## config.mk

```make
export PLATFORM = sky130hd
export DESIGN_NAME = skip_seq
export DESIGN_NICKNAME = d
export VERILOG_FILES = /design/src/rtl/skip_seq.sv
export SDC_FILE = /design/constraint.sdc
export NUM_CORES = 1
export LEC_CHECK = 0
export BUFFER_PORTS_ARGS = -buffer_cell sky130_fd_sc_hd__buf_2
export CAP_MARGIN = 15
export CORE_UTILIZATION = 51
export CTS_BUF_LIST = sky130_fd_sc_hd__clkbuf_8 sky130_fd_sc_hd__clkbuf_16
export DETAILED_ROUTE_END_ITERATION = 6
export PLACE_DENSITY = 0.77
export RECOVER_POWER = 25
export SLEW_MARGIN = 15
export SYNTH_ARGS = -nofsm -noshare
export SYNTH_HDL_FRONTEND = slang
export SYNTH_SLANG_ARGS = --single-unit
```

## constraint.sdc

```tcl
create_clock -name clk -period 8.3 [get_ports clk]
set_input_delay 1.245 -clock clk [delete_from_list [all_inputs] [get_ports clk]]
set_output_delay 1.245 -clock clk [all_outputs]
set_load 0.02 [all_outputs]
```

## src/rtl/skip_seq.sv

```systemverilog
module skip_seq #(
  parameter int ADDR_W = 21
) (
  input  logic              clk,
  input  logic              rst_n,
  input  logic [15:0]       fetch_word,
  input  logic              skip_hit,
  input  logic              br_take,
  output logic [ADDR_W-1:0] fetch_addr,
  output logic [15:0]       ex_word,
  output logic              ex_nop
);
  localparam int JMP_W = 21;

  logic [ADDR_W-1:0] pc_q, pc_d, rel_off, bcc_off;
  logic [JMP_W-1:0]  jmp_tgt;
  logic [15:0]       ir_q;
  logic              ir_2w_q, flush_q, skip_q, skip2_q;

  function automatic logic first_of_two(input logic [15:0] w);
    return (w[15:8] == 8'hEF) || (w[15:9] == 7'b1110110) ||
           (w[15:12] == 4'hC) || (w[15:6] == 10'b1110111000);
  endfunction

  wire orphan = (ir_q[15:12] == 4'hF);
  wire live   = !(flush_q || skip_q || skip2_q || orphan);

  wire do_rel  = live && (ir_q[15:12] == 4'hD);
  wire do_bcc  = live && (ir_q[15:11] == 5'b11100) && br_take;
  wire do_abs  = live && ((ir_q[15:8] == 8'hEF) || (ir_q[15:9] == 7'b1110110));
  wire do_skip = live && skip_hit;

  assign rel_off = {{(ADDR_W-12){ir_q[10]}}, ir_q[10:0], 1'b0};
  assign bcc_off = {{(ADDR_W-9){ir_q[7]}}, ir_q[7:0], 1'b0};
  assign jmp_tgt = {fetch_word[11:0], ir_q[7:0], 1'b0};

  always_comb begin
    if (do_abs)      pc_d = ADDR_W'(jmp_tgt);
    else if (do_rel) pc_d = pc_q + rel_off;
    else if (do_bcc) pc_d = pc_q + bcc_off;
    else             pc_d = pc_q + ADDR_W'(2);
  end

  always_ff @(posedge clk) begin
    if (!rst_n) begin
      pc_q    <= '0;
      ir_q    <= '0;
      ir_2w_q <= 1'b0;
      flush_q <= 1'b1;
      skip_q  <= 1'b0;
      skip2_q <= 1'b0;
    end else begin
      pc_q    <= pc_d;
      ir_q    <= fetch_word;
      ir_2w_q <= first_of_two(fetch_word);
      flush_q <= do_abs || do_rel || do_bcc;
      skip_q  <= do_skip;
      skip2_q <= skip_q && ir_2w_q;
    end
  end

  assign fetch_addr = pc_q;
  assign ex_word    = ir_q;
  assign ex_nop     = !live;
endmodule


```

==> metrics.txt <==
Worst Skew 0.00428 ns; WP data required 8.55 ns; Post-Route WL 5650 um; Hold Path Origin ir_2w_q$_SDFF_PN0_; Critical Path Source Type input pin; Worst-Margin Slew 1.40 ns; Synth area leader dfxtp_1; total grt overflow 0; top cell type's share of synthesized area 33.6%; initial antenna violation count 0; Most used DFF post-synth dfxtp_1; RePlAce Congestion 0.921; IO Port Bufs 56; Worst-Skew Late Latency 0.30 ns; Clk pin slew, worst setup/hold paths 0.08 ns; Root Driver clkbuf_8; Routed Antenna Nets 0; via/cell ratio 5.62; layout cells sized above 1 21.4%; Num CTS Buffers 5; crit path DAT 4.42 ns; initial core utilization 54.0%; Worst setup EP type flop; Post-Layout Cell Count 388; Die Width 70.3 um; RR Startpoint ex_word[13]$_SDFF_PN0_; crit path time final 4.18 ns; CP startpoint br_take; number of library cell types mapped by synthesis 53; RSZ-0062 raised after global routing no; Critical Path Max Stage Delay 0.52 ns; first-pass GRT wire length 9490 um; clk sinks 40; Layout fillers 391; synth top area cells dfxtp_1 (34%), ha_1 (10%), and2_1 (6.3%), nand2_1 (5.7%), a21oi_1 (3.8%); Leakage Power 1.31 nW; Pins Over Slew Limit 0; Routed wire per std cell 14.6 um; total core area 4410 um^2; Post-CTS Hold Buffers 0; Post-Syn Instances 281; # setup viols final 0; # Post-CTS Setup Buffers 0; DIE AREA 4950 um^2; Net Count, Synth 321; largest net degree at the start of global routing 36; CTS tree done; row count 24; mean post-synth cell area 8.48 um^2; synthesized area 2380 um^2; router iterations before antenna repair 4; CP most frequent cell nor2_1; P per Cell Area 147 nW/um^2; MaxCap Viol Count 0; Residual DRC 0; CP Max Fanout 10; 1st-iter DRT viols 111; Post-Place Cells 380; ANT cells 0; sequential area share after synthesis 33.6%; setup TNS 0 ns; Nets 375; H-tree depth 2; Max VDD drop 0.0754 mV; number of synthesized flops with an enable pin 0; clock buffer depth 2; cts repair resizes 0; Die Y 70.3 um; worst path cell trace buf_2 > nor4bb_1 > nor2_1 > nor2_1 > and2_1 > ha_1 > a21oi_1 > nor2b_1 > a311oi_2 > o22ai_1 > a21bo_1 > or4_1 > nand3_1; Max transition margin 6.56%; Final period util 50.3%; Post-DP HPWL 4210 um; critical path's slowest cell or4_1; Critical Setup Path Class input pin to flop; Async S/R FF share, synth 0%; HP Class flop to flop; vias in the first global route 2038; Top Ports 58; Area growth, synth to finish 17.7%; gr usage total 24.1%; Fmax 239 MHz; synth warn 0; final hold vios 0; Yosys reg bits 40; status completed; via count 2181
state kept, by name, indices dropped and copies added (netlist names):
name	flops
fetch_addr	20
skip_q	1
ex_word	16
ir_2w_q	1
flush_q	1
skip2_q	1
worst paths after layout:
kind	slack, ns	endpoint	depth (start not counted)
max	4.12	fetch_addr[20]$_SDFF_PN0_	13
min	0.47	skip2_q$_SDFF_PN0_	1
max reg2reg	4.78	fetch_addr[20]$_SDFF_PN0_	12
min reg2reg	0.47	skip2_q$_SDFF_PN0_	1
report_power, final:
part | internal (mW) | switching [mW] | total (mW)
Sequential | 0.199 | 0.00585 | 0.205
Combinational | 0.0161 | 0.0245 | 0.0406
Clock | 0.0906 | 0.0756 | 0.166
cell type report:
class	instances	area [um^2]	share of cell area (%)
multi-input combinational	227	1520	54.3
clock inverter	3	46.3	1.65
sequential	40	801	28.6
inverter	4	15.0	0.535
clock buffer	5	68.8	2.45
timing repair buffer	57	287	10.2
tap	52	65.1	2.32
metrics by stage:
step                hold slack [ns]  power [mW]  utilization [%]  area [um^2]  worst slack, ns
global route                  0.485       0.429             63.5         2800             3.84
CTS                           0.465       0.413             63.5         2810             4.15
global placement              0.441       0.249             60.9         2690             3.99
floorplan                     0.437       0.234                -         2380             4.40
finish                        0.465       0.412             63.5         2800             4.12
detailed placement            0.446       0.250             60.9         2690             3.86
synth_stat cells (all sizes together) (3+ instances only):
| library cell | n |
|---|---|
| a21oi | 19 |
| dfxtp | 40 |
| and3 | 4 |
| clkbuf | 6 |
| nor3 | 3 |
| a21boi | 10 |
| o21ai | 13 |
| a211oi | 3 |
| o211ai | 4 |
| and2 | 25 |
| nand3 | 8 |
| nor2 | 15 |
| xor2 | 6 |
| inv | 4 |
| xnor2 | 10 |
| nor2b | 4 |
| nand4 | 5 |
| a31oi | 4 |
| buf | 4 |
| a21o | 4 |
| o2bb2ai | 5 |
| ha | 19 |
| nand2 | 37 |
critical path, delay by kind of cell:
kind                     cells  cell delay [ns]
AO/OA/AOI/OAI                4             0.95
adder cells (fa/ha/maj)      1             0.25
AND/OR/NAND/NOR              7             1.90
buffers and inverters        1             0.07
metal layers:
metal / global-route usage [%] / vias to the layer above / part of all wire (%) / routed length [um]
met4: 7.78 / 0 / 1.3 / 74
li1: - / 1114 / - / -
met1: 33.5 / 1006 / 49 / 2760
met3: 5.05 / 7 / 4.7 / 264
met5: 0 / - / 0 / 0
met2: 37.0 / 54 / 45 / 2540
placed cells by master, fill, tap and decap left out, drive strengths merged, types with 5 or more instances in the layout:
master	instances
nand2	37
buf	56
o21ai	13
a21oi	19
nand4	5
nand3	8
xor2	6
a21boi	10
ha	19
o2bb2ai	5
nor2	15
and2	25
clkbuf	6
dfxtp	40
inv	5
xnor2	10
logic make-up (layout without fill, tap and decap cells):
kind of cell    count (synthesis)  in the layout  share of synthesized area, %
xor+xnor                       16             16                          5.88
flops                          40             40                          33.6
fa+ha+maj                      20             20                          10.8
buf+inv                        14             69                          2.52
simple gates                  116            116                          25.9
other cells                     1              1                         0.157
compound gates                 74             74                          21.1
Note: power is estimated with default switching activity, not from simulation.
